## src/rtl/adma_pkg.sv

```systemverilog
package adma_pkg;

    localparam int unsigned WORD_BYTES = 4;
    localparam int unsigned FLAG_END   = 31;
    localparam int unsigned FLAG_PAGE  = 30;
    localparam int unsigned FLAG_JUMP  = 29;

    localparam logic [1:0] RA_CMD = 2'd0;
    localparam logic [1:0] RA_PTR = 2'd1;
    localparam logic [1:0] RA_STS = 2'd2;

    typedef enum logic [3:0] {
        S_IDLE,
        S_FETCH0,
        S_FETCH1,
        S_RD,
        S_PUSH,
        S_POP,
        S_WR,
        S_END,
        S_PAUSE,
        S_DONE
    } state_e;

    typedef struct packed {
        state_e      st;
        logic        en;
        logic        dir;
        logic [29:0] ptr;
        logic [29:0] cur;
        logic        page;
        logic        last_tbl;
        logic [31:0] data;
    } core_t;

endpackage

```

## src/rtl/adma_desc_decode.sv

```systemverilog
module adma_desc_decode #(
    parameter int unsigned CNT_W = 16
) (
    input  logic [31:0]    ctl_word,
    output logic           end_flag,
    output logic           page_flag,
    output logic           jump_flag,
    output logic [CNT_W:0] bytes
);
    import adma_pkg::*;

    logic unused_rsvd;
    assign unused_rsvd = ^ctl_word[28:CNT_W];

    always_comb begin
        end_flag  = ctl_word[FLAG_END];
        page_flag = ctl_word[FLAG_PAGE];
        jump_flag = ctl_word[FLAG_JUMP];
        if (ctl_word[CNT_W-1:0] == '0) begin
            bytes = {1'b1, {CNT_W{1'b0}}};
        end else begin
            bytes = {1'b0, ctl_word[CNT_W-1:0]};
        end
    end
endmodule

```

## src/rtl/adma_region_ctr.sv

```systemverilog
module adma_region_ctr #(
    parameter int unsigned CNT_W = 16
) (
    input  logic           clk,
    input  logic           rst_n,
    input  logic           load,
    input  logic [CNT_W:0] load_bytes,
    input  logic           step,
    output logic           last
);
    import adma_pkg::*;

    localparam int unsigned REM_W = CNT_W + 1;
    localparam logic [REM_W-1:0] STEP_V = REM_W'(WORD_BYTES);

    logic [REM_W-1:0] rem_d, rem_q;

    always_comb begin
        rem_d = rem_q;
        if (load) begin
            rem_d = load_bytes;
        end else if (step) begin
            rem_d = (rem_q > STEP_V) ? (rem_q - STEP_V) : '0;
        end
        last = (rem_q <= STEP_V);
    end

    always_ff @(posedge clk) begin
        if (!rst_n) begin
            rem_q <= '0;
        end else begin
            rem_q <= rem_d;
        end
    end
endmodule

```

## src/rtl/adma_status.sv

```systemverilog
module adma_status (
    input  logic       clk,
    input  logic       rst_n,
    input  logic       set_page,
    input  logic       set_over,
    input  logic       clr,
    output logic [1:0] bits,
    output logic       irq
);
    logic [1:0] bits_d, bits_q;

    always_comb begin
        bits_d = bits_q;
        if (clr) begin
            bits_d = 2'b00;
        end
        if (set_page) begin
            bits_d[0] = 1'b1;
        end
        if (set_over) begin
            bits_d[1] = 1'b1;
        end
        bits = bits_q;
        irq  = |bits_q;
    end

    always_ff @(posedge clk) begin
        if (!rst_n) begin
            bits_q <= 2'b00;
        end else begin
            bits_q <= bits_d;
        end
    end
endmodule

```

## src/rtl/adma_engine.sv

```systemverilog
module adma_engine #(
    parameter int unsigned CNT_W = 16
) (
    input  logic        clk,
    input  logic        rst_n,
    input  logic        reg_wr,
    input  logic        reg_rd,
    input  logic [1:0]  reg_addr,
    input  logic [31:0] reg_wdata,
    output logic [31:0] reg_rdata,
    output logic        mem_req,
    output logic        mem_we,
    output logic [31:0] mem_addr,
    output logic [31:0] mem_wdata,
    input  logic        mem_ack,
    input  logic [31:0] mem_rdata,
    output logic        out_valid,
    output logic [31:0] out_data,
    input  logic        out_ready,
    input  logic        in_valid,
    input  logic [31:0] in_data,
    output logic        in_ready,
    output logic        irq,
    output logic        done
);
    import adma_pkg::*;

    localparam int unsigned BYTES_W = CNT_W + 1;

    core_t q, n;

    logic               dec_end, dec_page, dec_jump;
    logic [BYTES_W-1:0] dec_bytes;
    logic               ctr_load, ctr_step, ctr_last;
    logic               set_page, set_over, sts_rd;
    logic [1:0]         sts_bits;
    logic               startable;

    logic unused_bits;
    assign unused_bits = reg_wdata[1];

    adma_desc_decode #(.CNT_W(CNT_W)) u_dec (
        .ctl_word  (mem_rdata),
        .end_flag  (dec_end),
        .page_flag (dec_page),
        .jump_flag (dec_jump),
        .bytes     (dec_bytes)
    );

    adma_region_ctr #(.CNT_W(CNT_W)) u_ctr (
        .clk        (clk),
        .rst_n      (rst_n),
        .load       (ctr_load),
        .load_bytes (dec_bytes),
        .step       (ctr_step),
        .last       (ctr_last)
    );

    adma_status u_sts (
        .clk      (clk),
        .rst_n    (rst_n),
        .set_page (set_page),
        .set_over (set_over),
        .clr      (sts_rd),
        .bits     (sts_bits),
        .irq      (irq)
    );

    always_comb begin
        n         = q;
        set_page  = 1'b0;
        set_over  = 1'b0;
        ctr_load  = 1'b0;
        ctr_step  = 1'b0;
        mem_req   = 1'b0;
        mem_we    = 1'b0;
        mem_addr  = '0;
        mem_wdata = '0;
        out_valid = 1'b0;
        out_data  = q.data;
        in_ready  = 1'b0;
        sts_rd    = reg_rd && (reg_addr == RA_STS);
        startable = (q.st == S_IDLE) || (q.st == S_DONE);

        case (q.st)
            S_FETCH0: begin
                mem_req  = 1'b1;
                mem_addr = {q.ptr, 2'b00};
                if (mem_ack) begin
                    n.cur = mem_rdata[31:2];
                    n.st  = S_FETCH1;
                end
            end
            S_FETCH1: begin
                mem_req  = 1'b1;
                mem_addr = {q.ptr + 30'd1, 2'b00};
                if (mem_ack) begin
                    if (dec_jump) begin
                        n.ptr = q.cur;
                        n.st  = S_FETCH0;
                    end else begin
                        n.ptr      = q.ptr + 30'd2;
                        ctr_load   = 1'b1;
                        n.page     = dec_page;
                        n.last_tbl = dec_end;
                        n.st       = q.dir ? S_POP : S_RD;
                    end
                end
            end
            S_RD: begin
                mem_req  = 1'b1;
                mem_addr = {q.cur, 2'b00};
                if (mem_ack) begin
                    n.data = mem_rdata;
                    n.st   = S_PUSH;
                end
            end
            S_PUSH: begin
                out_valid = 1'b1;
                if (out_ready) begin
                    ctr_step = 1'b1;
                    n.cur    = q.cur + 30'd1;
                    n.st     = ctr_last ? S_END : S_RD;
                end
            end
            S_POP: begin
                in_ready = 1'b1;
                if (in_valid) begin
                    n.data = in_data;
                    n.st   = S_WR;
                end
            end
            S_WR: begin
                mem_req   = 1'b1;
                mem_we    = 1'b1;
                mem_addr  = {q.cur, 2'b00};
                mem_wdata = q.data;
                if (mem_ack) begin
                    ctr_step = 1'b1;
                    n.cur    = q.cur + 30'd1;
                    n.st     = ctr_last ? S_END : S_POP;
                end
            end
            S_END: begin
                if (q.page && sts_bits[0] && !sts_rd) begin
                    set_over = 1'b1;
                    n.st     = S_PAUSE;
                end else begin
                    set_page = q.page;
                    n.st     = q.last_tbl ? S_DONE : S_FETCH0;
                end
            end
            S_PAUSE: begin
                if (sts_rd) begin
                    n.st = q.last_tbl ? S_DONE : S_FETCH0;
                end
            end
            default: begin
            end
        endcase

        if (reg_wr && (reg_addr == RA_PTR) && startable) begin
            n.ptr = reg_wdata[31:2];
        end
        if (reg_wr && (reg_addr == RA_CMD)) begin
            n.en  = reg_wdata[0];
            n.dir = reg_wdata[3];
            if (!reg_wdata[0]) begin
                n.st = S_IDLE;
            end else if (startable && !sts_bits[1]) begin
                n.st = S_FETCH0;
            end
        end

        case (reg_addr)
            RA_CMD:  reg_rdata = {28'd0, q.dir, 2'b00, q.en};
            RA_PTR:  reg_rdata = {q.ptr, 2'b00};
            RA_STS:  reg_rdata = {30'd0, sts_bits};
            default: reg_rdata = '0;
        endcase

        done = (q.st == S_DONE);
    end

    always_ff @(posedge clk) begin
        if (!rst_n) begin
            q <= '0;
        end else begin
            q <= n;
        end
    end
endmodule

```

## config.mk

```make
export PLATFORM = sky130hd
export DESIGN_NAME = adma_engine
export DESIGN_NICKNAME = d
export VERILOG_FILES = /design/src/rtl/adma_pkg.sv /design/src/rtl/adma_desc_decode.sv /design/src/rtl/adma_region_ctr.sv /design/src/rtl/adma_status.sv /design/src/rtl/adma_engine.sv
export SDC_FILE = /design/constraint.sdc
export NUM_CORES = 1
export LEC_CHECK = 0
export BUFFER_PORTS_ARGS = -buffer_cell sky130_fd_sc_hd__buf_2
export CORE_MARGIN = 8
export CORE_UTILIZATION = 30
export DETAILED_ROUTE_END_ITERATION = 7
export MAX_ROUTING_LAYER = met4
export PLACE_DENSITY = 0.61
export SLEW_MARGIN = 30
export SYNTH_ARGS = -nofsm -noshare
export SYNTH_HDL_FRONTEND = slang
export SYNTH_SLANG_ARGS = --single-unit
```

## constraint.sdc

```tcl
create_clock -name clk -period 5.7 [get_ports clk]
set_clock_uncertainty 0.2 [all_clocks]
set_input_delay 0.285 -clock clk [delete_from_list [all_inputs] [get_ports clk]]
set_output_delay 0.285 -clock clk [all_outputs]
set_load 0.01 [all_outputs]
```

==> impl_metrics.toml, run 1 <==
[timing]
finalCriticalPeriod_ns = 3.90
min_period_over_period = 0.684
hold_viol = 0
max_slew_margin = 0.341
max_freq_mhz = 257
hold_ws_ns = 0.00547
fin_ws_ns = 1.80
final_max_slew_viol_count = 0
fin_tns_setup_ns = 0
setup_violations = 0
rsz0062_at_grt = "false"
tightest_slew_ns = 0.988

[final_layout]
fill_cells = 3204
layout.nets = 1509
multi_input_comb_area_um2 = 6000
drive_gt1_frac = 0.229
regArea_um2 = 2380
area_growth_pct = 22.9

[logic_synthesis]
ys_seq_area_frac = 0.260
yosysMostFrequentCell = "dfxtp_1"
synth_top_area_frac = 0.260
synth_flop_cell = "dfxtp_1"
netlist_area_um2 = 9150
syn_avg_cell_area_um2 = 7.39
ys_types = 90
ys_ff_latch = 119
async_reset_ff_frac = 0
synth_top_area_cell = "dfxtp_1"
synthTopCellsByCount = "119 x dfxtp_1, 117 x nand2_1, 106 x nor2_1, 85 x clkbuf_1, 75 x and2_1"
ys_top_cells_by_area = "dfxtp_1 26%, and2_1 5.1%, nand2_1 4.8%"
yosysWarnings = 0
synth_edf_count = 0
syn_inst = 1238

[worst_setup_path]
crit_path_end_kind = "output port"
crit_arrival_ns = 3.41
worst_ep_required_time_ns = 5.22
path_class = "register to output port"
startpoint_type = "register"
crit_fanout = 14

[placement]
dp_hpwl_mm = 26.1
pre_cts_ws_ns = 2.29
gp_congestion = 0.928
port_buffers = 235

[run_status]
status = "complete, no violations"

[clock_tree]
clk_pin_slew_ns = 0.06
cts_root_buffer = "clkbuf_16"
cts.sinks = 119
ctsHtreeMaxLevel = 4
tritoncts = "yes"
cts.path.max_buffers = 2
cts_made_buffers = 17
cts_setup_buffers = 0
clk_latency_ns = 0.43

[worst_hold_path]
hold_path.class = "input pin to register"

[power_and_ir_drop]
pwr-share-seq = 0.287
power_switching_mw = 1.93
p_int_mw = 2.38
powerDensity_nw_per_um2 = 383
switching_share = 0.448
clkPwrFrac = 0.258
pwr-share-comb = 0.454
vdd_drop_max_v = 0.000190
p_leak_nw = 4.36

[drt]
routedWlPerCell_um = 20.1
ant_nets = 0
initialDrtViolationCount = 924
dr_total_vias = 10300
drcViolationCount = 0
wl_mm = 36.5
viasPerCell = 5.70
first_pass_iters = 6

[floorplanning]
rows = 64
coreArea_um2 = 30300
die_x_um = 191
fp.dieArea_um2 = 36300
die_y_um = 191
start_util = 0.302
ioPinCount = 239

[global_route]
grt_antenna_before_repair = 1
grt_max_degree = 65
grt_pass1_wl_mm = 55.6
grt-ovfl-total = 0
grt_pass1_vias = 9529
grt_use_total = 0.198

[run]
maxCapViolCount = 0
## registers in the layout, summed over array words and instances, names as in the netlist
register and cells:
out_data 32, q 68, u_sts.bits 2, u_ctr.rem_q 17
## metrics by stage
stage,instances,power (mW),instance area [µm²],util
3_5_place_dp,1736,3.14,10300,0.338
3_3_place_gp,1736,3.11,10300,0.338
5_1_grt,1809,4.58,11200,0.371
4_1_cts,1808,4.29,11200,0.370
6_report,1810,4.30,11200,0.371
2_1_floorplan,1239,2.59,9160,-
## worst paths after layout
kind | slack [ns] | depth (start not counted) | from | to
worst max-delay path | 1.80 | 6 | q[65] | mem_addr[31]
worst max register to register | 2.63 | 6 | q[65] | q[93]
worst min register to register | 0.25 | 2 | q[95] | q[95]
worst min-delay path | 0.005 | 3 | in_data[12] | out_data[12]
## routing by layer
metal | global-route usage | wire [µm] | vias to the layer above
li1 | - | - | 4894
met5 | - | 0 | -
met2 | 0.291 | 15800 | 520
met4 | 0.0671 | 840 | 0
met3 | 0.0488 | 3490 | 53
met1 | 0.262 | 16400 | 4845
## layout by cell type, fill, tap and decap left out, drive strengths merged, types with 6 or more instances in the layout
cell / n
a211oi: 35
a21o: 10
a21oi: 67
a222oi: 7
a22o: 9
a22oi: 21
a31oi: 11
a32o: 10
and2: 77
and3: 8
and4: 10
buf: 254
clkbuf: 18
clkinv: 8
dfxtp: 119
dlygate4sd3: 40
inv: 16
mux2i: 41
nand2: 118
nand2b: 10
nand3: 55
nand4: 24
nor2: 106
nor3: 32
nor3b: 9
nor4: 25
o211ai: 18
o21a: 8
o21ai: 74
o22ai: 6
o2bb2ai: 6
o311ai: 18
o31a: 6
o31ai: 15
or3: 11
or4: 9
xnor2: 14
xor2: 10
## cell type report
class                   instances  share of cell area
diodes                          2            0.000445
multi-input cells             952               0.533
repair buffers                294               0.153
clock inverters                14              0.0133
well taps                     396              0.0440
clock buffers                  18              0.0390
flip-flops and latches        119               0.212
inverters                      15             0.00512
## worst max-delay path, cell delays in order (launching register included)
cell	delay, ns
dfxtp_1	0.60
ha_1	0.41
nand4_2	0.27
or4_1	0.76
or3_1	0.44
o311ai_1	0.30
buf_2	0.20
## power groups by stage
stage	combinational (mW)	clock, mW	sequential (mW)
6_report	1.96	1.11	1.24
5_1_grt	2.15	1.17	1.26
4_1_cts	1.93	1.14	1.22
3_5_place_dp	1.90	0	1.24
3_3_place_gp	1.87	0	1.24
2_1_floorplan	1.49	0	1.10
## cells by family after synthesis
group | after synthesis | synth area share
adders and majority gates | 5 | 0.00684
AOI/OAI and AO/OA | 361 | 0.276
DFF | 119 | 0.260
buffers and inverters | 168 | 0.0883
muxes | 43 | 0.0473
other | 1 | 0.000410
and+or+nand+nor | 517 | 0.298
xor gates and xnor gates | 24 | 0.0230
## timing repair
| item | 4_1_cts | 5_1_grt |
|---|---|---|
| hold buffers | 40 | 0 |
| gates resized for setup | 0 | 0 |
| endpoints found under the hold margin | 40 | 0 |
Note: power is estimated with default switching activity, not from simulation.
==> run 2, diff against run 1 <==
ABC_AREA = 1   (was not set)
clock period = 3.7 ns   (was 5.7 ns; I/O delays follow)
==> impl_metrics.toml, run 2 <==
[timing]
fin_tns_setup_ns = 0
max_slew_margin = 0.491
hold_viol = 0
max_freq_mhz = 316
final_max_slew_viol_count = 0
tightest_slew_ns = 0.758
min_period_over_period = 0.856
rsz0062_at_grt = "false"
finalCriticalPeriod_ns = 3.17
setup_violations = 0

[power_and_ir_drop]
power_mw = 6.75
p_leak_nw = 5.22
powerDensity_nw_per_um2 = 554
vdd_drop_max_v = 0.000347

[logic_synthesis]
ys_seq_area_frac = 0.249
netlist_area_um2 = 9550
ys_ff_latch = 119
synth_edf_count = 0
synthTopCellsByCount = "422 x nand2_1, 250 x nor2_1, 201 x inv_1, 155 x nand3_1, 154 x o21ai_0"
yosysWarnings = 0
yosysMostFrequentCell = "nand2_1"
syn_avg_cell_area_um2 = 5.64
synth_flop_cell = "dfxtp_1"
ys_top_cells_by_area = "dfxtp_1 25%, nand2_1 17%, nor2_1 9.8%"
synth_top_area_frac = 0.249
synth_top_area_cell = "dfxtp_1"
ys_types = 38
async_reset_ff_frac = 0
syn_inst = 1694

[drt]
wl_mm = 42.2
ant_nets = 0
dr_total_vias = 12100
routedWlPerCell_um = 17.9
drcViolationCount = 0
initialDrtViolationCount = 952
viasPerCell = 5.12
first_pass_iters = 5

[final_layout]
regMostFlops = "q"
layout_common_cells = "422 x nand2_1, 248 x nor2_1, 235 x buf_2"
fill_cells = 3465
area_growth_pct = 27.7
layout.nets = 2047
regArea_um2 = 2380
multi_input_comb_area_um2 = 5780
antenna_cells = 0
mostFrequentLayoutCell = "nand2_1"
drive_gt1_frac = 0.166
largest_reg_flops = 68

[run_status]
status = "complete, no violations"

[floorplanning]
rows = 65
start_util = 0.304
die_y_um = 194
ioPinCount = 239
fp.dieArea_um2 = 37800
coreArea_um2 = 31500
die_x_um = 194

[worst_setup_path]
startpoint_type = "register"
worst_ep_required_time_ns = 3.31
path_class = "register to output port"
cp_slowest_cell = "dfxtp_1"
crit_path_end_kind = "output port"
critPathMaxStageDelay_ns = 0.56
reg2regPathDepth = 8
crit_arrival_ns = 2.78
cp_common_cell = "nor2_1"
crit_chain = "inv_1, nor2_1, inv_1, nor2_1, nor2_1, o31ai_1, buf_2"
crit_fanout = 13

[placement]
gp_congestion = 0.963
dp_hpwl_mm = 31.4
port_buffers = 235

[clock_tree]
cts_resized = 0
cts_made_buffers = 17
cts_root_buffer = "clkbuf_16"
clk_latency_ns = 0.43
cts-hold-fix-buffers = 82
cts.sinks = 119
ctsHtreeMaxLevel = 4
cts.path.max_buffers = 2
tritoncts = "yes"
cts_setup_buffers = 0
clk_pin_slew_ns = 0.07

[run]
maxCapViolCount = 0

[global_route]
grt_pass1_vias = 11300
grt_use_total = 0.219
grt_antenna_before_repair = 0
grtUsageMet2 = 0.342
gr-usage-met1 = 0.276
grt.busiest_layer = "met2"
grt_use_met3 = 0.0499
grt_max_degree = 67
grt_pass1_wl_mm = 64.3
grt-ovfl-total = 0

[worst_hold_path]
hold_path.class = "input pin to register"
min_path_cells = 5
## run 2: cell count changes in the layout (fill, tap and decap cells not counted), moves of 40 or more
| cell | delta |
|---|---|
| o21ai_0 | +81 |
| dlygate4sd3_1 | +42 |
| nand2_1 | +305 |
| nor2_1 | +143 |
| mux2i_1 | -40 |
| and2_1 | -75 |
| nand3_1 | +100 |
| a21oi_1 | +71 |
| inv_1 | +187 |
## run 2: area by class of cell
class	count	share of cell area
clock buffer	17	0.0349
clock inverter	15	0.0168
inverter	209	0.0643
multi-input combinational	1257	0.474
sequential	119	0.195
tap	402	0.0412
timing repair buffer	333	0.174
## run 2: metal layers
| layer | up-vias | share of wire |
|---|---|---|
| met3 | 60 | 0.080 |
| li1 | 5929 | - |
| met4 | 0 | 0.026 |
| met5 | - | 0 |
| met2 | 563 | 0.45 |
| met1 | 5500 | 0.45 |
## run 2: path summary, 6_finish.rpt
| path | to | slack [ns] | from |
|---|---|---|---|
| setup / recovery | mem_addr[15] | 0.53 | q[64] |
| hold reg to reg | u_ctr.rem_q[0] | 0.27 | u_ctr.rem_q[0] |
| hold / removal | out_data[3] | 0.001 | in_data[3] |
| setup reg to reg | out_data[25] | 0.81 | q[96] |
## run 2: cell families after synthesis
kind of cell | Yosys count | synth area share
AO/OA/AOI/OAI | 364 | 0.207
XOR/XNOR | 7 | 0.00642
adder cells (fa/ha/maj) | 5 | 0.00655
buffers and inverters | 319 | 0.148
flip-flops | 119 | 0.249
multiplexers | 1 | 0.00105
other | 1 | 0.000393
AND/OR/NAND/NOR | 878 | 0.381
## run 2: through the flow
| step | cells | setup slack (ns) | hold slack, ns | utilization | area [µm²] |
|---|---|---|---|---|---|
| floorplan | 1695 | 1.78 | 0.128 | - | 9560 |
| global placement | 2238 | 1.13 | 0.249 | 0.341 | 10700 |
| detailed placement | 2238 | 1.13 | 0.258 | 0.341 | 10700 |
| CTS | 2352 | 0.676 | 0.00363 | 0.387 | 12200 |
| global route | 2352 | 0.445 | 0.0340 | 0.388 | 12200 |
| finish | 2352 | 0.534 | 0.00108 | 0.388 | 12200 |
## run 2: worst max-delay path, delay by kind of cell, from the launching register on
| kind | cells | cell delay (ns) |
|---|---|---|
| buffers and inverters | 3 | 0.70 |
| AO/OA/AOI/OAI | 1 | 0.46 |
| flip-flops | 1 | 0.56 |
| AND/OR/NAND/NOR | 3 | 0.63 |
## run 2: power breakdown
group	internal (mW)	total, mW	switching, mW
clock network	1.10	1.85	0.753
logic	0.947	3.03	2.08
registers	1.54	1.87	0.332
total	3.58	6.75	3.17
